### src/rtl/dscan_pkg.sv
package dscan_pkg;
  localparam int unsigned BCD_W = 4;
  typedef logic [BCD_W-1:0] bcd_t;
endpackage

### src/rtl/dscan_timer.sv
module dscan_timer #(
  parameter int unsigned NDIG  = 5,
  parameter int unsigned WIN   = 200,
  parameter int unsigned EXTRA = 1,
  localparam int unsigned CW   = $clog2(WIN + EXTRA + 1),
  localparam int unsigned IW   = (NDIG > 1) ? $clog2(NDIG) : 1
) (
  input  logic          clk_i,
  input  logic          rst_ni,
  input  logic          start_i,
  output logic [CW-1:0] cnt_o,
  output logic [IW-1:0] idx_o,
  output logic          burst_o,
  output logic          odd_o,
  output logic          act_o
);
  logic [CW-1:0] cnt_q;
  logic [IW-1:0] idx_q;
  logic          first_q, burst_q, odd_q, act_q;
  logic [CW-1:0] last;
  logic          wrap;

  // first window of a burst is EXTRA clocks longer
  assign last = first_q ? CW'(WIN + EXTRA - 1) : CW'(WIN - 1);
  assign wrap = (cnt_q == last);

  always_ff @(posedge clk_i or negedge rst_ni) begin
    if (!rst_ni) begin
      cnt_q   <= '0;
      idx_q   <= '0;
      first_q <= 1'b0;
      burst_q <= 1'b0;
      odd_q   <= 1'b0;
      act_q   <= 1'b0;
    end else if (start_i) begin
      cnt_q   <= '0;
      idx_q   <= IW'(NDIG - 1);
      first_q <= 1'b1;
      burst_q <= 1'b1;
      odd_q   <= 1'b0;
      act_q   <= 1'b1;
    end else if (act_q) begin
      if (wrap) begin
        cnt_q   <= '0;
        first_q <= 1'b0;
        if (idx_q == '0) begin
          idx_q   <= IW'(NDIG - 1);
          burst_q <= 1'b0;
          odd_q   <= ~odd_q;
        end else begin
          idx_q <= idx_q - IW'(1);
        end
      end else begin
        cnt_q <= cnt_q + CW'(1);
      end
    end
  end

  assign cnt_o   = cnt_q;
  assign idx_o   = idx_q;
  assign burst_o = burst_q;
  assign odd_o   = odd_q;
  assign act_o   = act_q;
endmodule

### src/rtl/dscan_strobe.sv
module dscan_strobe #(
  parameter int unsigned CW  = 8,
  parameter int unsigned POS = 100
) (
  input  logic          clk_i,
  input  logic          act_i,
  input  logic          burst_i,
  input  logic [CW-1:0] cnt_i,
  output logic          strobe_no
);
  logic stb_on;

  // all terms are registered on the rising edge; masking with the low phase
  // keeps the decode settling time hidden under the high phase
  assign stb_on    = act_i & burst_i & (cnt_i == CW'(POS));
  assign strobe_no = ~(stb_on & ~clk_i);
endmodule

### src/rtl/dscan_mux.sv
module dscan_mux
  import dscan_pkg::*;
#(
  parameter int unsigned NDIG = 5,
  localparam int unsigned IW  = (NDIG > 1) ? $clog2(NDIG) : 1
) (
  input  logic                  clk_i,
  input  logic                  rst_ni,
  input  logic                  load_i,
  input  logic [NDIG*BCD_W-1:0] digits_i,
  input  logic                  ovr_i,
  input  logic [IW-1:0]         idx_i,
  input  logic                  act_i,
  input  logic                  odd_i,
  output bcd_t                  bcd_o,
  output logic [NDIG-1:0]       dsel_o
);
  bcd_t dig_q [NDIG];
  logic ovr_q;
  logic blank;

  always_ff @(posedge clk_i or negedge rst_ni) begin
    if (!rst_ni) ovr_q <= 1'b0;
    else if (load_i) ovr_q <= ovr_i;
  end

  for (genvar g = 0; g < NDIG; g++) begin : g_dig
    always_ff @(posedge clk_i or negedge rst_ni) begin
      if (!rst_ni) dig_q[g] <= '0;
      else if (load_i) dig_q[g] <= digits_i[g*BCD_W +: BCD_W];
    end
  end

  assign blank = ovr_q & odd_i;

  for (genvar g = 0; g < NDIG; g++) begin : g_sel
    assign dsel_o[g] = act_i & ~blank & (idx_i == IW'(g));
  end

  always_comb begin
    bcd_o = '0;
    for (int i = 0; i < NDIG; i++)
      if (idx_i == IW'(i)) bcd_o = dig_q[i];
  end
endmodule

### src/rtl/bcd_digit_scanner.sv
module bcd_digit_scanner
  import dscan_pkg::*;
#(
  parameter int unsigned NDIG  = 5,
  parameter int unsigned WIN   = 200,
  parameter int unsigned EXTRA = 1,
  localparam int unsigned CW   = $clog2(WIN + EXTRA + 1),
  localparam int unsigned IW   = (NDIG > 1) ? $clog2(NDIG) : 1
) (
  input  logic                  clk_i,
  input  logic                  rst_ni,
  input  logic                  done_i,
  input  logic [NDIG*BCD_W-1:0] digits_i,
  input  logic                  ovr_i,
  output logic [BCD_W-1:0]      bcd_o,
  output logic [NDIG-1:0]       dsel_o,
  output logic                  strobe_no
);
  logic [CW-1:0] cnt;
  logic [IW-1:0] idx;
  logic          burst, odd, act;

  dscan_timer #(.NDIG(NDIG), .WIN(WIN), .EXTRA(EXTRA)) u_timer (
    .clk_i   (clk_i),
    .rst_ni  (rst_ni),
    .start_i (done_i),
    .cnt_o   (cnt),
    .idx_o   (idx),
    .burst_o (burst),
    .odd_o   (odd),
    .act_o   (act)
  );

  dscan_strobe #(.CW(CW), .POS(WIN / 2)) u_strobe (
    .clk_i     (clk_i),
    .act_i     (act),
    .burst_i   (burst),
    .cnt_i     (cnt),
    .strobe_no (strobe_no)
  );

  dscan_mux #(.NDIG(NDIG)) u_mux (
    .clk_i    (clk_i),
    .rst_ni   (rst_ni),
    .load_i   (done_i),
    .digits_i (digits_i),
    .ovr_i    (ovr_i),
    .idx_i    (idx),
    .act_i    (act),
    .odd_i    (odd),
    .bcd_o    (bcd_o),
    .dsel_o   (dsel_o)
  );
endmodule

### config.mk
export PLATFORM = sky130hd
export DESIGN_NAME = bcd_digit_scanner
export DESIGN_NICKNAME = d
export VERILOG_FILES = /design/src/rtl/dscan_pkg.sv /design/src/rtl/dscan_timer.sv /design/src/rtl/dscan_strobe.sv /design/src/rtl/dscan_mux.sv /design/src/rtl/bcd_digit_scanner.sv
export SDC_FILE = /design/constraint.sdc
export NUM_CORES = 1
export LEC_CHECK = 0
export ABC_CLOCK_PERIOD_IN_PS = 4300
export BUFFER_PORTS_ARGS = -buffer_cell sky130_fd_sc_hd__clkbuf_2
export CORE_ASPECT_RATIO = 0.6
export CORE_MARGIN = 2
export CORE_UTILIZATION = 55
export DETAILED_ROUTE_END_ITERATION = 16
export HOLD_SLACK_MARGIN = 0.06
export MAX_ROUTING_LAYER = met4
export PLACE_DENSITY = 0.87
export SYNTH_ARGS = -nofsm -noshare
export SYNTH_HDL_FRONTEND = slang
export SYNTH_SLANG_ARGS = --single-unit
### constraint.sdc
create_clock -name clk_i -period 4.3 [get_ports clk_i]
set_clock_uncertainty 0.15 [all_clocks]
set_input_delay 0.215 -clock clk_i [delete_from_list [all_inputs] [get_ports clk_i]]
set_output_delay 0.215 -clock clk_i [all_outputs]
set_load 0.1 [all_outputs]
==> results of run 1 <==
## sequential cells by signal, indices dropped and copies added, names as in the netlist
signal           cells
u_mux.dig_q         20
u_mux.ovr_q          1
u_timer.act_o        1
u_timer.burst_o      1
u_timer.cnt_o        8
u_timer.first_q      1
u_timer.idx_o        3
u_timer.odd_o        1
## cell usage in the layout (no fill, tap or decap), types with 3 or more instances in the layout
| cell type | synthesis | layout |
|---|---|---|
| mux2_2 | 21 | 21 |
| o31ai_1 | 3 | 3 |
| o21ai_0 | 9 | 9 |
| nand2_1 | 7 | 7 |
| dfrtp_1 | 36 | 36 |
| dlygate4sd3_1 | 0 | 22 |
| nor3_1 | 3 | 3 |
| clkbuf_2 | 1 | 33 |
| clkbuf_8 | 0 | 9 |
| inv_1 | 7 | 7 |
| nand4_1 | 3 | 3 |
| nand3_1 | 8 | 8 |
| a21oi_1 | 5 | 5 |
| nor2_1 | 13 | 13 |
| mux4_2 | 4 | 4 |
## worst paths after layout
| kind | start | to | slack [ns] | depth (start not counted) |
|---|---|---|---|---|
| hold / removal | rst_ni | u_mux.dig_q[17] | 0.32 | 2 |
| hold reg to reg | u_timer.burst_o | u_timer.burst_o | 0.35 | 1 |
| min in group clk_i | u_timer.burst_o | u_timer.burst_o | 0.35 | 1 |
| setup / recovery | clk_i | strobe_no | 0.86 | 5 |
| setup reg to reg | u_timer.idx_o[0] | u_timer.burst_o | 2.18 | 4 |
| max in group asynchronous | rst_ni | u_mux.ovr_q | 3.14 | 2 |
## stage by stage
step / hold slack (ns) / instance area [um2] / instances / power, mW
after floorplan: -0.2306 / 1863 / 162 / 0.4571
after global placement: 0.1986 / 2011 / 230 / 0.4816
after detailed placement: 0.2203 / 2011 / 230 / 0.4895
after CTS: 0.3473 / 2365 / 263 / 0.8209
after global routing: 0.3751 / 2365 / 263 / 0.8606
final: 0.3208 / 2365 / 263 / 0.8247
## final cells by class
type	instances	area, um2	share of cell area, %
clock buffer	10	128.9	5.450
inverter	7	26.28	1.111
timing repair buffer	54	380.4	16.08
tap	45	56.30	2.381
sequential	36	900.9	38.10
clock inverter	2	10.01	0.4233
multi-input combinational	109	862.1	36.46
## critical path: stages
cell and delay, ns:
clkbuf_8 0.11, clkbuf_8 0.11, and4b_1 0.24, nand3_1 0.08, clkbuf_2 0.38
## synth_stat cells, types with 2 or more instances
master    instances  area share [%]
nand3b_1          2            0.81
dfrtp_1          36              48
nor3_1            3            0.81
nand2b_1          2            0.67
ha_1              2             1.3
xor2_1            2            0.94
o22ai_1           2            0.67
or4_1             2            0.81
buf_6             4             2.4
nand2_1           7             1.4
inv_1             7             1.4
o21ai_0           9             2.4
mux4_2            4             4.8
nand3_1           8             2.1
o31ai_1           3             1.2
mux2_2           21              13
and3_1            2            0.67
clkbuf_1          4            0.81
and2_1            2            0.67
nand4_1           3             1.0
a21oi_1           5             1.3
nor2_1           13             2.6
## layer usage
metal / up-vias / routed length [um] / GRT usage, %
met3: 8 / 277 / 7.037
met1: 738 / 1855 / 31.74
li1: 697 / - / -
met4: 0 / 60 / 10.92
met2: 59 / 2249 / 42.94
met5: - / 0 / -
## power by group
group          internal (mW)  total (mW)  switching, mW
registers              0.361       0.379         0.0183
logic                 0.0522       0.115         0.0633
clock network          0.192       0.330          0.139
total                  0.604       0.825          0.220
## cell families after synthesis
kind of cell | synth area share (%)
flip-flops | 48.35
adder cells (fa/ha/maj) | 1.343
AO/OA/AOI/OAI | 6.850
AND/OR/NAND/NOR | 17.86
buffers and inverters | 5.372
multiplexers | 18.80
XOR/XNOR | 1.411
## repair_timing
item / in CTS / in global routing
buffers inserted: 0 / 0
setup endpoints to repair: 0 / 0
hold buffers: 22 / 0
gates resized for setup: 0 / 0
hold endpoints to repair: 57 / 0
==> metrics.yaml, run 1 <==
status: "finished clean"
grt_pass1_wl_um: 7438
post_drt_wl_per_cell_um: 16.89
synthFlopType: "dfrtp_1"
rsz0062_at_grt: "no"
hpwl_um: 2896
fill_cells: 227
required_ns: 3.93
setup_viol: 0
synth_warnings: 0
drt_wl_total_um: 4443
gr-usage-all-layers_pct: 26.49
final_nets: 243
final_util_pct: 72.92
synth_fp_nets: 188
grt_max_degree: 39
area_growth_pct: 26.93
tightest_slew_ns: 0.8662
cap_viol_max_count: 0
start_kind: "clock port"
port_buffers: 33
antenna_found_initial: 0
syn_area_per_cell_um2: 11.50
async_flop_share_pct: 100.0
worstSetupPathType: "clock port to output port"
endpoint_kind: "output port"
die_h_um: 49.08
place_ws_ns: 1.128
cts_tree: "done"
num_antenna_cells: 0
critPathMaxFanout: 2
ant_nets: 0
maxSlewViolCount: 0
gr-total-overflow: 0
rows: 16
synth.distinct_cells: 41
synth_edf_count: 0
synthCells: 162
detail_route.first_pass.iterations: 4
place.gp.congestion: 0.9736
drcViolationCount: 0
via_per_inst: 5.711
dieArea_um2: 3884
power_leakage_nw: 1.028
drive_above_1_share_pct: 33.94
max-vdd-ir-drop_mv: 0.2464
ys_seq_elements: 36
power_density_nw_per_um2: 348.7
synthesis.area_um2: 1863
fp.dieW_um: 79.14
critPathArrivalTime_ns: 3.08
setup_ws_ns: 0.8584
clock_latency_ns: 0.40
hp-class: "input port to async pin"
initial_core_util_pct: 57.45
num_vias: 1502
relSlewSlack_pct: 42.25
hold_viol: 0
core_area_um2: 3243
fin_tns_setup_ns: 0
grt_pass1_vias: 1661
cts.clk_slew.worst_paths_ns: 0.07
yosysSeqAreaShare_pct: 48.35
io-pin-count: 34
drt_iter0_drc: 212
Power figures use the tool's default switching activity.
==> inputs of run 2 (changes only) <==
- ABC_CLOCK_PERIOD_IN_PS: 4300 -> 3000
- CORE_UTILIZATION: 55 -> 49
- PLACE_DENSITY: 0.87 -> 0.82
- clock period: 4.3 -> 3 ns (I/O delays scaled with it)
==> run 2 against run 1 <==
Cell area is 1.0% higher; sequential cell count unchanged; first-iteration DRC count shrank 57%; die area up 11%; worst hold slack got worse by 0.062 ns; clock-buffer cell count increased by 1; non-clock buffer count increased by 2; routed wire length down 2.1%; critical path depth stayed put; cell count up 1.1%; largest cell class unchanged; largest power group unchanged; highest routed layer unchanged.
==> metrics.yaml, run 2 (synthesized netlist as in run 1, its figures left out) <==
antenna_found_initial: 0  # unchanged
cts_tree: "done"  # unchanged
tightest_slew_ns: 0.9023  # was 0.8662 ns
regMostFlops: "u_mux.dig_q"  # unchanged
grt_pass1_wl_um: 7438  # unchanged
cts_setup_buffers: 0  # unchanged
final_nets: 245  # was 243
layout_common_cells: "36 x dfrtp_1, 33 x clkbuf_2, 23 x dlygate4sd3_1"  # was 36 x dfrtp_1, 33 x clkbuf_2, 22 x dlygate4sd3_1
required_ns: 2.70  # was 3.93 ns
rows: 17  # was 16
gr-total-overflow: 0  # unchanged
drt_iter0_drc: 91  # was 212
hpwl_um: 2666  # was 2896 um
drive_above_1_share_pct: 33.79  # was 33.94%
drcViolationCount: 0  # unchanged
r2r_start: "u_timer.idx_o[0]"  # unchanged
multi_input_area_um2: 862.1  # unchanged
power_leakage_nw: 1.036  # was 1.028 nW
die_h_um: 51.76  # was 49.08 um
setup.worst_path.end: "strobe_no"  # unchanged
critPathMaxFanout: 2  # unchanged
rr_endpoint: "u_timer.odd_o"  # was u_timer.burst_o
place.gp.congestion: 0.7582  # was 0.9736
critPathArrivalTime_ns: 2.43  # was 3.08 ns
hold_viol: 0  # unchanged
start_kind: "clock port"  # unchanged
num_vias: 1494  # was 1502
post_drt_wl_per_cell_um: 16.36  # was 16.89 um
port_buffers: 33  # unchanged
core_area_um2: 3659  # was 3243 um2
grt_max_degree: 37  # was 39
fill_cells: 280  # was 227
register_area_um2: 900.9  # unchanged
hp-class: "input port to async pin"  # unchanged
drt_wl_total_um: 4351  # was 4443 um
ff2ff_setup_slack_ns: 0.82  # was 2.18 ns
fin_tns_setup_ns: 0  # unchanged
cap_viol_max_count: 0  # unchanged
io-pin-count: 34  # unchanged
status: "finished clean"  # unchanged
layout_commonest_cell: "dfrtp_1"  # unchanged
startpoint: "clk_i"  # unchanged
worstSetupPathType: "clock port to output port"  # unchanged
power_density_nw_per_um2: 499.4  # was 348.7 nW/um2
endpoint_kind: "output port"  # unchanged
fp.dieW_um: 83.61  # was 79.14 um
ant_nets: 0  # unchanged
max-vdd-ir-drop_mv: 0.3613  # was 0.2464 mV
finalPower_mw: 1.193  # was 824.7 uW
maxSlewViolCount: 0  # unchanged
rsz0062_at_grt: "no"  # unchanged
clock_latency_ns: 0.39  # was 0.40 ns
area_growth_pct: 28.21  # was 26.93%
grt_pass1_vias: 1554  # was 1661
initial_core_util_pct: 50.92  # was 57.45%
setup_viol: 0  # unchanged
via_per_inst: 5.617  # was 5.711
cts.clk_slew.worst_paths_ns: 0.07  # about the same
dieArea_um2: 4327  # was 3884 um2
num_antenna_cells: 0  # unchanged
rr_worst_depth: 4  # unchanged
largest_register_ffs: 20  # unchanged
detail_route.first_pass.iterations: 4  # unchanged
final_util_pct: 65.29  # was 72.92%
relSlewSlack_pct: 39.85  # was 42.25%
gr-usage-all-layers_pct: 23.70  # was 26.49%
## run 2: cell count changes in the layout (fill, tap and decap cells not counted)
cell / delta
clkbuf_8: +1
o21ai_0: -4
dlygate4sd3_1: +1
clkinv_2: -2
buf_4: +1
o21ai_1: +4
## run 2: layer usage
| layer | global-route usage [%] | vias to the layer above | share of wire, % |
|---|---|---|---|
| met3 | 8.571 | 15 | 5.6 |
| met1 | 28.69 | 726 | 43 |
| met2 | 36.67 | 50 | 48 |
| met5 | - | - | 0 |
| met4 | 10.22 | 0 | 3.1 |
| li1 | - | 703 | - |
## run 2: timing repair
action / 4_1_cts / 5_1_grt
resized for setup: 0 / 0
hold buffers: 23 / 0
endpoints found under the setup margin: 0 / 0
endpoints found under the hold margin: 60 / 0
## run 2: power breakdown
group	leakage (nW)	internal, mW	switching, mW
Combinational	0.524	0.0762	0.0905
Clock	0.0808	0.296	0.189
Sequential	0.432	0.517	0.0244
Total	1.04	0.889	0.304
## run 2: worst min path at each step
stage            from         endpoint  slack [ns]  depth (start not counted)
3_5_place_dp   rst_ni   u_mux.dig_q[8]        0.17                          1
5_1_grt        rst_ni   u_mux.dig_q[0]        0.34                          2
4_1_cts        rst_ni   u_mux.dig_q[8]        0.28                          2
2_1_floorplan  rst_ni   u_mux.dig_q[0]       -0.30                          0
6_report       rst_ni  u_mux.dig_q[13]        0.26                          2
3_3_place_gp   rst_ni   u_mux.dig_q[8]        0.17                          1
## run 2: area by class of cell
type                            count  share of cell area [%]
Timing Repair Buffer               56                   16.66
Sequential cell                    36                   37.72
Clock buffer                       11                   5.972
Tap cell                           47                   2.462
Multi-Input combinational cell    109                   36.09
Inverter                            7                   1.100
## run 2: metrics by stage
| step | worst slack [ns] | std cells | instance area (um2) | hold WS [ns] |
|---|---|---|---|---|
| finish | 0.2724 | 266 | 2389 | 0.2583 |
| global route | 0.2353 | 266 | 2389 | 0.3375 |
| CTS | 0.2580 | 266 | 2389 | 0.2846 |
| detailed placement | 0.5407 | 233 | 2021 | 0.1675 |
| global placement | 0.5441 | 233 | 2021 | 0.1662 |
| floorplan | 0.2410 | 162 | 1863 | -0.2956 |
## run 2: worst max-delay path: stages
cell	delay, ns
clkbuf_8	0.11
clkbuf_8	0.11
and4b_1	0.23
nand3_1	0.09
clkbuf_2	0.38
==> inputs of run 3 (changes only) <==
- CELL_PAD_IN_SITES_DETAIL_PLACEMENT: not set -> 1
- CELL_PAD_IN_SITES_GLOBAL_PLACEMENT: not set -> 1
- CORE_MARGIN: 2 -> 1.5
- CORE_UTILIZATION: 49 -> 39
- PLACE_DENSITY: 0.82 -> 0.83
- SKIP_LAST_GASP: not set -> 1
==> run 3 against run 2 <==
Non-clock buffer count is 2 lower; clock-buffer cell count stayed put; die area is 20% higher; utilization is 13 points lower; worst setup slack hardly changed; critical path type unchanged; sequential cell count stayed put; cell area is 1.4% higher; sequential power hardly changed; cell count is 5.6% higher.
==> metrics.yaml, run 3 (synthesized netlist as in run 1, its figures left out) <==
antenna_found_initial: 0  # unchanged
cp_slowest_cell: "clkbuf_2"  # unchanged
power_leakage_nw: 1.041  # was 1.036 nW
via_per_inst: 5.377  # was 5.617
cts.repair.resized: 0  # unchanged
port_buffers: 33  # unchanged
layout_commonest_cell: "dfrtp_1"  # unchanged
endpoint_kind: "output port"  # unchanged
critPathArrivalTime_ns: 2.43  # about the same
startpoint: "clk_i"  # unchanged
num_vias: 1511  # was 1494
dieArea_um2: 5214  # was 4327 um2
detail_route.first_pass.iterations: 4  # unchanged
p_seq_share_pct: 41.6  # was 45.4%
gr-total-overflow: 0  # unchanged
start_kind: "clock port"  # unchanged
setup_ws_ns: 0.2725  # was 0.2724 ns
maxSlewViolCount: 0  # unchanged
ant_nets: 0  # unchanged
drive_above_1_share_pct: 33.94  # was 33.79%
grt_pass1_vias: 1618  # was 1554
cap_viol_max_count: 0  # unchanged
max-vdd-ir-drop_mv: 0.2375  # was 0.3613 mV
place_ws_ns: 0.5427  # was 0.5407 ns
status: "finished clean"  # unchanged
post_drt_wl_per_cell_um: 18.87  # was 16.36 um
p_comb_share_pct: 13.0  # was 14.0%
tightest_slew_ns: 0.9397  # was 0.9023 ns
layout_common_cells: "36 x dfrtp_1, 33 x clkbuf_2, 22 x dlygate4sd3_1"  # was 36 x dfrtp_1, 33 x clkbuf_2, 23 x dlygate4sd3_1
holdWs_ns: 0.2617  # was 0.2583 ns
hpwl_um: 3129  # was 2666 um
hold_viol: 0  # unchanged
cts.clk_slew.worst_paths_ns: 0.07  # about the same
power_density_nw_per_um2: 539.7  # was 499.4 nW/um2
setup_viol: 0  # unchanged
swShare_pct: 25.23  # was 25.45%
path_common_cell: "clkbuf_8"  # unchanged
hp-class: "input port to async pin"  # unchanged
p_switching_uw: 329.7  # was 303.5 uW
die_h_um: 56.54  # was 51.76 um
drt_iter0_drc: 75  # was 91
grt_pass1_wl_um: 8756  # was 7438 um
p_int_uw: 977.1  # was 889.2 uW
core_area_um2: 4588  # was 3659 um2
critPathMaxFanout: 2  # unchanged
final_nets: 243  # was 245
initial_core_util_pct: 40.61  # was 50.92%
area_growth_pct: 29.95  # was 28.21%
drcViolationCount: 0  # unchanged
fp.dieW_um: 92.23  # was 83.61 um
largest_register_ffs: 20  # unchanged
rows: 19  # was 17
io-pin-count: 34  # unchanged
rsz0062_at_grt: "no"  # unchanged
fin_tns_setup_ns: 0  # unchanged
regMostFlops: "u_mux.dig_q"  # unchanged
required_ns: 2.70  # about the same
worstSetupPathType: "clock port to output port"  # unchanged
clock_latency_ns: 0.41  # was 0.39 ns
gr-usage-all-layers_pct: 23.51  # was 23.70%
cts_tree: "done"  # unchanged
drt_wl_total_um: 5303  # was 4351 um
grt_max_degree: 39  # was 37
place.gp.congestion: 0.7307  # was 0.7582
clockPowerShare_pct: 45.3  # was 40.6%
cp_slowest_stage_delay_ns: 0.39  # was 0.38 ns
fill_cells: 508  # was 280
num_antenna_cells: 0  # unchanged
r2r_start: "u_timer.idx_o[0]"  # unchanged
path_cells: "clkbuf_8, clkbuf_8, and4b_1, nand3_1, clkbuf_2"  # unchanged
relSlewSlack_pct: 37.35  # was 39.85%
==> run 3: power by group through the flow <==
| stage | combinational (mW) | sequential (mW) | clock, mW |
|---|---|---|---|
| 6_report | 0.170 | 0.544 | 0.592 |
| 5_1_grt | 0.183 | 0.548 | 0.627 |
| 4_1_cts | 0.168 | 0.542 | 0.606 |
| 3_5_place_dp | 0.146 | 0.551 | 0.00871 |
| 3_3_place_gp | 0.140 | 0.548 | 0.00871 |
| 2_1_floorplan | 0.108 | 0.539 | 0.00871 |
==> run 3: final timing paths <==
path                            slack [ns]                to  cells past startpoint
worst max-delay path                  0.27         strobe_no                      5
worst min-delay path                  0.26  u_timer.cnt_o[5]                      2
worst max register to register        0.80     u_timer.odd_o                      4
worst min register to register        0.33   u_timer.burst_o                      1
max in group asynchronous             1.85   u_mux.dig_q[15]                      2
min in group clk_i                    0.33   u_timer.burst_o                      1
==> run 3: repair_timing <==
item                      in CTS  in global routing
buffers inserted               0                  0
hold endpoints to repair      57                  0
hold buffers                  22                  0
==> run 3: area by class of cell <==
| type | count | area, um2 | share of cell area [%] |
|---|---|---|---|
| inverter | 7 | 26.28 | 1.085 |
| multi-input combinational | 109 | 862.1 | 35.61 |
| timing repair buffer | 54 | 380.4 | 15.71 |
| tap | 63 | 78.83 | 3.256 |
| clock inverter | 1 | 30.03 | 1.240 |
| sequential | 36 | 900.9 | 37.21 |
| clock buffer | 11 | 142.6 | 5.891 |
==> run 3: per-layer routing <==
metal  wire length [um]  vias up  track usage, %
li1                   -      695               -
met1               2337      762           28.61
met2               2665       41           37.57
met3                176       13           5.827
met4                123        0           10.11
met5                  0        -               -
==> run 3: critical path, delay by kind of cell <==
kind,cells,cell delay [ns]
buffers and inverters,3,0.62
AND/OR/NAND/NOR,2,0.31
==> run 3: metrics by stage <==
| step | cell area (um2) | instances | utilization, % | power [mW] |
|---|---|---|---|---|
| finish | 2421 | 281 | 52.77 | 1.307 |
| detailed placement | 2033 | 248 | 44.31 | 0.7054 |
| CTS | 2421 | 281 | 52.77 | 1.316 |
| floorplan | 1863 | 162 | - | 0.6561 |
| global route | 2421 | 281 | 52.77 | 1.358 |
| global placement | 2033 | 248 | 44.31 | 0.6967 |
